File: src/rtl/sd_pkg.sv
package sd_pkg;
    localparam int SHIFT_W = 4;

    typedef enum logic {
        WIN_IDLE = 1'b0,
        WIN_RUN  = 1'b1
    } win_state_t;
endpackage

File: src/rtl/sd_rectify.sv
module sd_rectify #(
    parameter int DATA_W = 16
) (
    input  logic signed [DATA_W-1:0] in_data,
    input  logic                     in_pol,
    output logic signed [DATA_W-1:0] out_data
);
    localparam logic signed [DATA_W-1:0] MIN_V = {1'b1, {(DATA_W-1){1'b0}}};
    localparam logic signed [DATA_W-1:0] MAX_V = {1'b0, {(DATA_W-1){1'b1}}};

    always_comb begin
        if (in_pol) begin
            out_data = in_data;
        end else if (in_data == MIN_V) begin
            out_data = MAX_V;
        end else begin
            out_data = -in_data;
        end
    end
endmodule

File: src/rtl/sd_window_avg.sv
module sd_window_avg
    import sd_pkg::*;
#(
    parameter int DATA_W      = 16,
    parameter int CYCLES      = 20,
    parameter int MAX_SAMPLES = 8191
) (
    input  logic                     clk,
    input  logic                     rst,
    input  logic                     in_vld,
    input  logic                     in_ref,
    input  logic signed [DATA_W-1:0] in_rect,
    output logic                     out_vld,
    output logic signed [DATA_W-1:0] out_avg
);
    localparam int CNT_W = $clog2(MAX_SAMPLES + 1);
    localparam int CYC_W = $clog2(CYCLES + 1);
    localparam int ACC_W = DATA_W + CNT_W;
    localparam logic [CNT_W-1:0] CNT_MAX  = CNT_W'(MAX_SAMPLES);
    localparam logic [CYC_W-1:0] CYC_LAST = CYC_W'(CYCLES - 1);

    typedef struct packed {
        win_state_t               state;
        logic                     ref_prev;
        logic signed [ACC_W-1:0]  sum;
        logic        [CNT_W-1:0]  cnt;
        logic        [CYC_W-1:0]  cyc;
        logic signed [DATA_W-1:0] avg;
        logic                     avg_vld;
    } win_st_t;

    win_st_t st_d, st_q;
    logic                    rise;
    logic signed [ACC_W-1:0] rect_ext;
    logic signed [ACC_W:0]   num_w;
    logic signed [ACC_W:0]   den_w;

    always_comb begin
        rise     = in_ref && !st_q.ref_prev;
        rect_ext = {{(ACC_W-DATA_W){in_rect[DATA_W-1]}}, in_rect};
        num_w    = {st_q.sum[ACC_W-1], st_q.sum};
        den_w    = (st_q.cnt == '0) ? (ACC_W+1)'(1)
                                    : {{(ACC_W+1-CNT_W){1'b0}}, st_q.cnt};

        st_d         = st_q;
        st_d.avg_vld = 1'b0;
        if (in_vld) begin
            st_d.ref_prev = in_ref;
            if (st_q.state == WIN_IDLE) begin
                if (rise) begin
                    st_d.state = WIN_RUN;
                    st_d.sum   = rect_ext;
                    st_d.cnt   = CNT_W'(1);
                    st_d.cyc   = '0;
                end
            end else if (rise && st_q.cyc == CYC_LAST) begin
                st_d.avg     = DATA_W'(num_w / den_w);
                st_d.avg_vld = 1'b1;
                st_d.sum     = rect_ext;
                st_d.cnt     = CNT_W'(1);
                st_d.cyc     = '0;
            end else begin
                if (rise) begin
                    st_d.cyc = st_q.cyc + CYC_W'(1);
                end
                if (st_q.cnt < CNT_MAX) begin
                    st_d.sum = st_q.sum + rect_ext;
                    st_d.cnt = st_q.cnt + CNT_W'(1);
                end
            end
        end
    end

    always_ff @(posedge clk) begin
        if (rst) begin
            st_q <= '0;
        end else begin
            st_q <= st_d;
        end
    end

    assign out_vld = st_q.avg_vld;
    assign out_avg = st_q.avg;

    // the sample count never passes its limit
    a_r7_count_bound: assert property (@(posedge clk) disable iff (rst)
        st_q.cnt <= CNT_MAX);

    // the edge count inside a window stays below CYCLES
    a_r5_cycle_bound: assert property (@(posedge clk) disable iff (rst)
        st_q.cyc <= CYC_LAST);

    // the mean strobe lasts one clock
    a_r6_single_pulse: assert property (@(posedge clk) disable iff (rst)
        st_q.avg_vld |=> !st_q.avg_vld);

    // no mean appears while the detector waits for the first edge
    a_r4_idle_silent: assert property (@(posedge clk) disable iff (rst)
        (st_q.state == WIN_IDLE) |-> !st_q.avg_vld);

    // clocks without a sample leave the window untouched
    a_r3_hold: assert property (@(posedge clk) disable iff (rst)
        !in_vld |=> ($stable(st_q.sum) && $stable(st_q.cnt) && $stable(st_q.ref_prev)));
endmodule

File: src/rtl/sd_iir_lp.sv
module sd_iir_lp
    import sd_pkg::*;
#(
    parameter int DATA_W = 16
) (
    input  logic                     clk,
    input  logic                     rst,
    input  logic                     in_vld,
    input  logic signed [DATA_W-1:0] in_x,
    input  logic        [SHIFT_W-1:0] in_k,
    output logic                     out_vld,
    output logic signed [DATA_W-1:0] out_y
);
    typedef struct packed {
        logic signed [DATA_W-1:0] y;
        logic                     vld;
    } iir_st_t;

    iir_st_t st_d, st_q;
    logic signed [DATA_W:0] diff_w;
    logic signed [DATA_W:0] step_w;
    logic signed [DATA_W:0] next_w;

    always_comb begin
        diff_w = {in_x[DATA_W-1], in_x} - {st_q.y[DATA_W-1], st_q.y};
        step_w = diff_w >>> in_k;
        next_w = {st_q.y[DATA_W-1], st_q.y} + step_w;

        st_d     = st_q;
        st_d.vld = in_vld;
        if (in_vld) begin
            st_d.y = DATA_W'(next_w);
        end
    end

    always_ff @(posedge clk) begin
        if (rst) begin
            st_q <= '0;
        end else begin
            st_q <= st_d;
        end
    end

    assign out_vld = st_q.vld;
    assign out_y   = st_q.y;

    // with no shift the filter copies the new mean
    a_r8_passthrough: assert property (@(posedge clk) disable iff (rst)
        (in_vld && in_k == '0) |=> (st_q.y == $past(in_x)));

    // the state only moves on an update
    a_r8_hold: assert property (@(posedge clk) disable iff (rst)
        !in_vld |=> $stable(st_q.y));
endmodule

File: src/rtl/sync_detect_avg.sv
module sync_detect_avg
    import sd_pkg::*;
#(
    parameter int DATA_W      = 16,
    parameter int CYCLES      = 20,
    parameter int MAX_SAMPLES = 8191
) (
    input  logic                      clk,
    input  logic                      rst,
    input  logic                      smp_valid,
    input  logic signed [DATA_W-1:0]  smp_data,
    input  logic                      ref_bit,
    input  logic        [SHIFT_W-1:0] shift_k,
    output logic                      avg_valid,
    output logic signed [DATA_W-1:0]  avg_data,
    output logic                      filt_valid,
    output logic signed [DATA_W-1:0]  filt_data
);
    localparam logic signed [DATA_W-1:0] MIN_V = {1'b1, {(DATA_W-1){1'b0}}};

    logic signed [DATA_W-1:0] rect;

    sd_rectify #(.DATA_W(DATA_W)) u_rect (
        .in_data  (smp_data),
        .in_pol   (ref_bit),
        .out_data (rect)
    );

    sd_window_avg #(
        .DATA_W      (DATA_W),
        .CYCLES      (CYCLES),
        .MAX_SAMPLES (MAX_SAMPLES)
    ) u_win (
        .clk     (clk),
        .rst     (rst),
        .in_vld  (smp_valid),
        .in_ref  (ref_bit),
        .in_rect (rect),
        .out_vld (avg_valid),
        .out_avg (avg_data)
    );

    sd_iir_lp #(.DATA_W(DATA_W)) u_iir (
        .clk     (clk),
        .rst     (rst),
        .in_vld  (avg_valid),
        .in_x    (avg_data),
        .in_k    (shift_k),
        .out_vld (filt_valid),
        .out_y   (filt_data)
    );

    // an inverted sample never comes out as the most negative code
    a_r2_no_wrap: assert property (@(posedge clk) disable iff (rst)
        (smp_valid && !ref_bit) |-> (rect != MIN_V));

    // with the reference high the sample passes unchanged
    a_r1_pass: assert property (@(posedge clk) disable iff (rst)
        ref_bit |-> (rect == smp_data));

    // the filter strobe trails the mean strobe by one clock
    a_r8_follow: assert property (@(posedge clk) disable iff (rst)
        avg_valid |=> filt_valid);
endmodule

File: config.mk
export PLATFORM = sky130hd
export DESIGN_NAME = sync_detect_avg
export DESIGN_NICKNAME = d
export VERILOG_FILES = /design/src/rtl/sd_pkg.sv /design/src/rtl/sd_rectify.sv /design/src/rtl/sd_window_avg.sv /design/src/rtl/sd_iir_lp.sv /design/src/rtl/sync_detect_avg.sv
export SDC_FILE = /design/constraint.sdc
export NUM_CORES = 1
export LEC_CHECK = 0
export BUFFER_PORTS_ARGS = -buffer_cell sky130_fd_sc_hd__buf_2
export CAP_MARGIN = 20
export CORE_MARGIN = 1
export CORE_UTILIZATION = 45
export CTS_CLUSTER_DIAMETER = 80
export CTS_CLUSTER_SIZE = 20
export DETAILED_ROUTE_END_ITERATION = 8
export PLACE_DENSITY = 0.61
export SYNTH_ARGS = -nofsm -noshare
export SYNTH_HDL_FRONTEND = slang
export SYNTH_SLANG_ARGS = --single-unit
File: constraint.sdc
create_clock -name clk -period 164.3 [get_ports clk]
set_input_delay 24.645 -clock clk [delete_from_list [all_inputs] [get_ports clk]]
set_output_delay 24.645 -clock clk [all_outputs]
set_load 0.03 [all_outputs]
==> results of run 1 <==
[final cells by class]
| cell class | instances | area share |
|---|---|---|
| multi-input cells | 3305 | 0.855 |
| flip-flops and latches | 83 | 0.0603 |
| repair buffers | 90 | 0.0201 |
| well taps | 765 | 0.0347 |
| inverters | 138 | 0.0188 |
| clock buffers | 11 | 0.00845 |
| clock inverters | 5 | 0.00222 |
[layer usage]
layer / up-vias / wire [um] / GRT usage
met4: 0 / 1090 / 0.0469
li1: 13800 / - / -
met1: 12400 / 38800 / 0.357
met3: 79 / 3280 / 0.0167
met5: - / 0 / 0
met2: 645 / 34200 / 0.414
[flip-flops by register name, indices dropped and copies added, names as in the netlist]
signal	count
u_win.st_q	20
u_win.out_vld	1
u_win.num_w	29
u_iir.out_y	16
u_iir.out_vld	1
u_win.out_avg	16
[cells in the final DEF (no fill, tap or decap), types with 17 or more instances in the layout]
cell type  instances
nand4_1           38
buf_4             32
buf_2             57
ha_1             378
and3_1            28
o211ai_1          33
nor2_1           330
a21oi_1          238
and2_1            23
inv_1            135
xnor2_1          163
o22ai_1           17
o21bai_1          40
dfxtp_1           82
o31ai_1          116
a21o_1            85
a31oi_1           39
or4_1             20
mux2_2            64
nand2_1          329
nor2b_1           32
o21ai_0          157
nand3_1           82
nor4_1            29
or3_1             35
nor3_1           224
a211oi_1          43
xor2_1            63
nand2b_1          35
or2_2             36
o21a_1           216
o21ai_1           24
mux2i_1           69
[worst max path at each step]
stage                              to  slack (ps)  cells after the start      startpoint
finish              u_win.out_avg[12]       73810                    386  u_win.num_w[7]
global route        u_win.out_avg[10]       66300                    395  u_win.st_q[34]
CTS                 u_win.out_avg[12]       74550                    388  u_win.st_q[34]
detailed placement  u_win.out_avg[12]       74870                    387  u_win.st_q[34]
global placement    u_win.out_avg[12]       76740                    386  u_win.st_q[34]
floorplan           u_win.out_avg[12]       81520                    417  u_win.st_q[34]
[stage by stage]
stage,std cells,setup WS [ps]
floorplan,3658,81520
global placement,4380,76740
detailed placement,4381,74870
CTS,4397,74550
global route,4397,66300
finish,4397,73810
[cell families after synthesis]
kind of cell	count (synthesis)
muxes	149
buffers and inverters	270
other	1
DFF	83
xor gates and xnor gates	226
adders and majority gates	381
and+or+nand+nor	1327
AOI/OAI and AO/OA	1221
[worst reg2reg max path, delay by kind of cell (launching register included)]
kind / cells / cell delay [ps]
AO/OA/AOI/OAI: 237 / 52750
adder cells (fa/ha/maj): 30 / 8800
flip-flops: 1 / 470
buffers and inverters: 13 / 1730
XOR/XNOR: 1 / 200
multiplexers: 13 / 4670
AND/OR/NAND/NOR: 92 / 21810
==> metrics.yaml, run 1 <==
setup_path:
  r2r_slack_ps: 73810
  crit_buf_inv: 13
  critPathKind: "flip-flop to flip-flop"
  slowest_delay_ps: 780
  rr_worst_depth: 386
  crit_required_ps: 164590
  crit_fanout: 28
  crit_top_cell: "o21a_1"
  arrival_ps: 90780
  slowest_stage: "a31oi_1"
  start_kind: "flip-flop"
  r2r-start: "u_win.num_w[7]"
  crit_family: "compound AO/OA/AOI/OAI gates"
  r2r_end: "u_win.out_avg[12]"
  end_kind: "flip-flop"
logic_synthesis:
  postSynthNetCount: 4063
  synth_common_cells: "378 x ha_1, 330 x nor2_1, 329 x nand2_1"
  synth_adder_area_share: 0.181
  syn_inst: 3658
  synth_top_family_by_area: "compound AO/OA/AOI/OAI gates"
  yosys_most_used_dff: "dfxtp_1"
  async_flop_share: 0
  synth_mux_area_frac: 0.0632
  ys_seq_elements: 83
  ys_top_cells_by_area: "ha_1 18%, dfxtp_1 6.3%, o21a_1 6.1%, xnor2_1 5.4%, nor2_1 4.7%"
  synth-simple-area-share: 0.250
  yosys_warnings: 0
  synth_area_leader_cell: "ha_1"
  synth_edf_count: 0
  synth_seq_area_share: 0.0630
  synth_area_per_cell_um2: 7.21
  synthesis.area_um2: 26400
  synth_xor_area_frac: 0.0750
  synth_top_area_frac: 0.179
  synth_cell_types: 130
  synth-compound-area-share: 0.323
  post-synth-top-count-cell: "ha_1"
floorplanning:
  die_w_um: 244
  ioPinCount: 58
  initial_core_util: 0.457
  core_um2: 57800
  num_rows: 88
  die-area_um2: 59600
  die_y_um: 244
clock_tree:
  cts.sinks: 83
  postCtsHoldBufs: 0
  cts_resized: 0
  numCtsBuffers: 9
  clkTransAtPathRegs_ps: 70
  clk_path_buf_depth: 2
  clk_latency_ps: 360
  post-cts-setup-buffers: 0
  htree_levels: 3
  cts_tree: "yes"
  root_buffer: "clkbuf_16"
grt:
  grt_use_total: 0.251
  grt_pass1_wl_mm: 126
  antenna_found_initial: 0
  grt-ovfl-total: 0
  grt_max_degree: 68
  first_global_vias: 24500
sta:
  drv_slew: 0
  min_period_ps: 90490
  setup_tns_ps: 0
  maxSlewHeadroom: 0.238
  setup_viol: 0
  tightest_slew_ps: 1140
  rsz0062_at_grt: "no"
  skew_ps: 10.8
  hold_viol: 0
  hold_ws_ps: 485
  fmax_ghz: 0.0111
  timing.final.crit_share: 0.551
placed_design:
  place.gp.congestion: 0.911
  port_buffers: 57
  place_area_um2: 27300
  dpl.hpwl_mm: 61.6
final_layout:
  fin_nets: 4032
  multi_input_area_um2: 23600
  seq_area_um2: 1660
  area_growth_pct: 4.42
  fin_util: 0.477
  fillers: 5923
  antenna-diode-count: 0
  fin_area_um2: 27600
  drive_gt1_frac: 0.0854
hold_path:
  whs_endpoint: "u_win.st_q[18]"
  hp-start: "u_win.st_q[18]"
  hold_path.class: "flip-flop to flip-flop"
  min_path_cells: 2
routing:
  viasPerCell: 6.11
  vias: 26900
  drc: 0
  routedWlPerCell_um: 17.6
  drt-total-wl_mm: 77.4
  firstDrtPassIters: 6
  ant_nets: 0
  detail_route.iter0.violations: 1866
run:
  drv_cap: 0
status:
  outcome: "finished clean"
Power of run 1 is left out: the tool's default activity adds up to more than one toggle a clock period on the data nets, which glitch-free logic cannot reach.
==> inputs of run 2 (changes only) <==
--- a/config.mk
+++ b/config.mk
@@ -5,6 +5,7 @@
 export SDC_FILE = /design/constraint.sdc
 export NUM_CORES = 1
 export LEC_CHECK = 0
+export ABC_AREA = 1
 export BUFFER_PORTS_ARGS = -buffer_cell sky130_fd_sc_hd__buf_2
 export CAP_MARGIN = 20
 export CORE_MARGIN = 1
==> constraint.sdc (replaced) <==
create_clock -name clk -period 91.7 [get_ports clk]
set_input_delay 13.755 -clock clk [delete_from_list [all_inputs] [get_ports clk]]
set_output_delay 13.755 -clock clk [all_outputs]
set_load 0.03 [all_outputs]
==> run 2 against run 1 <==
  * Via count grew 3.0%
  * Global-route usage fell by 1.8 points
  * Critical path type unchanged
  * Maximum frequency rose by 14%
  * Largest cell class unchanged
==> metrics.yaml, run 2 <==
status:
  outcome: "finished clean"
grt:
  grt-ovfl-total: 0  # unchanged
  grt_use_total: 0.233  # -0.0179
  grt_max_degree: 45  # -34%
  first_global_vias: 25300  # +3.6%
  antenna_found_initial: 0  # unchanged
  grt_pass1_wl_mm: 125  # -0.80%
routing:
  firstDrtPassIters: 6  # unchanged
  drc: 0  # unchanged
  vias: 27700  # +3.0%
  ant_nets: 0  # unchanged
  wl_met3_mm: 1.85  # -44%
  drt-total-wl_mm: 74.4  # -3.9%
  wl_met2_mm: 34.3  # +0.35%
  detail_route.iter0.violations: 1579  # -15%
  wl_met1_mm: 37.4  # -3.5%
  routedWlPerCell_um: 13.9  # -21%
  viasPerCell: 5.16  # -16%
  routed.top_layer: "met4"
logic_synthesis:
  synthesis.area_um2: 28000  # +6.2%
  synth_cell_types: 79  # -39%
  synth_top_area_frac: 0.169  # -0.0105
  postSynthNetCount: 4952  # +22%
  synth_common_cells: "1,030 x nand2_1, 592 x inv_1, 381 x o21ai_0"
  yosys_warnings: 0  # unchanged
  post-synth-top-count-cell: "nand2_1"
  synth_area_per_cell_um2: 6.16  # -15%
  ys_seq_elements: 83  # unchanged
  syn_inst: 4547  # +24%
  yosys_most_used_dff: "dfxtp_1"
  async_flop_share: 0  # unchanged
  synth_area_leader_cell: "ha_1"
  synth_edf_count: 0  # unchanged
  ys_top_cells_by_area: "ha_1 17%, nand2_1 14%, inv_1 7.9%, xor2_1 7.0%, o21ai_0 6.8%"
  synth_seq_area_share: 0.0593  # -0.00368
clock_tree:
  clk_path_buf_depth: 2  # unchanged
  clk_latency_ps: 360  # about the same
  cts_tree: "yes"
  cts.sinks: 83  # unchanged
  postCtsHoldBufs: 0  # unchanged
  htree_levels: 3  # unchanged
  root_buffer: "clkbuf_16"
  cts_resized: 0  # unchanged
  numCtsBuffers: 9  # unchanged
  clkTransAtPathRegs_ps: 70  # about the same
  post-cts-setup-buffers: 0  # unchanged
final_layout:
  area_growth_pct: 3.17
  seq_area_um2: 1660  # about the same
  drive_gt1_frac: 0.113  # +0.0277
  largest_register_ffs: 29  # unchanged
  multi_input_area_um2: 22900  # -2.7%
  fin_nets: 4927  # +22%
  fillers: 6659  # +12%
  fin_cells: 5364  # +22%
  mostFrequentLayoutCells: "1,030 x nand2_1, 592 x inv_1, 381 x o21ai_0"
  antenna-diode-count: 0  # unchanged
  final_common_cell: "nand2_1"
setup_path:
  crit_family: "compound AO/OA/AOI/OAI gates"
  crit_buf_inv: 91  # +78
  crit_fanout: 32  # +14%
  start_kind: "flip-flop"
  crit_top_cell: "nand2_1"
  end_kind: "flip-flop"
  slowest_stage: "inv_1"
  critPathKind: "flip-flop to flip-flop"
  arrival_ps: 79920  # -10,860 ps
  r2r_slack_ps: 12000  # -61,810 ps
  slowest_delay_ps: 640  # -140 ps
  crit_required_ps: 91930  # -72,660 ps
sta:
  timing.final.crit_share: 0.869  # +0.318
  setup_viol: 0  # unchanged
  min_period_ps: 79700  # -10,790 ps
  fmax_ghz: 0.0125  # +14%
  maxSlewHeadroom: 0.350  # +0.112
  hold_viol: 0  # unchanged
  skew_ps: 15.6  # +4.76 ps
  rsz0062_at_grt: "no"
  drv_slew: 0  # unchanged
  setup_tns_ps: 0  # unchanged
  tightest_slew_ps: 974  # -170 ps
run:
  drv_cap: 0  # unchanged
placed_design:
  dpl.hpwl_mm: 60.6  # -1.5%
  port_buffers: 57  # unchanged
  place.gp.congestion: 0.874  # -4.0%
  dp.cells: 5348  # +22%
floorplanning:
  die-area_um2: 63300  # +6.2%
  ioPinCount: 58  # unchanged
  die_y_um: 252  # +3.0%
  initial_core_util: 0.455  # -0.00150
  core_um2: 61600  # +6.6%
  die_w_um: 252  # +3.0%
  num_rows: 91  # +3.4%
hold_path:
  hold_path.class: "flip-flop to flip-flop"
[run 2: cell count changes after synthesis, moves of 180 or more]
cell     previous run  this run
o21a_1            216        12
o21ai_0           157       381
nand3_1            82       269
nor3_1            224        44
inv_1             135       592
nand2_1           329      1030
[run 2: through the flow]
step           setup WS (ps)  instance area (um2)  hold WS, ps  utilization
5_1_grt                 1730                28900          499        0.469
3_3_place_gp           13560                28600          456        0.465
4_1_cts                11780                28900          478        0.469
6_report               12000                28900          472        0.469
2_1_floorplan          20270                28000          453            -
3_5_place_dp           12150                28600          462        0.465
[run 2: final timing paths]
check,from,endpoint,cells past startpoint
max,u_win.num_w[0],u_win.out_avg[14],520
min,u_iir.out_y[15],u_iir.out_y[15],1
max reg2reg,u_win.num_w[0],u_win.out_avg[14],520
min reg2reg,u_iir.out_y[15],u_iir.out_y[15],1
[run 2: per-layer routing]
layer  up-vias  GRT usage
li1      15000          -
met5         -          0
met4         0     0.0303
met3        40    0.00712
met2       375      0.407
met1     12300      0.323
[run 2: logic make-up (layout without fill, tap and decap cells)]
| logic type | Yosys count | in the layout | share of synthesized area |
|---|---|---|---|
| other | 1 | 1 | 0.000134 |
| multiplexers | 1 | 1 | 0.000357 |
| adder cells (fa/ha/maj) | 381 | 381 | 0.171 |
| buffers and inverters | 780 | 760 | 0.122 |
| AO/OA/AOI/OAI | 906 | 906 | 0.182 |
| XOR/XNOR | 321 | 321 | 0.100 |
| AND/OR/NAND/NOR | 2074 | 2074 | 0.365 |
| flip-flops | 83 | 83 | 0.0593 |
[run 2: area by class of cell]
cell class                 count  share of cell area
multi-input combinational   3684               0.793
inverter                     670              0.0884
sequential                    83              0.0575
tap                          837              0.0362
timing repair buffer          74              0.0143
clock buffer                   9             0.00779
clock inverter                 7             0.00242
Power of run 2 is left out for the same reason.
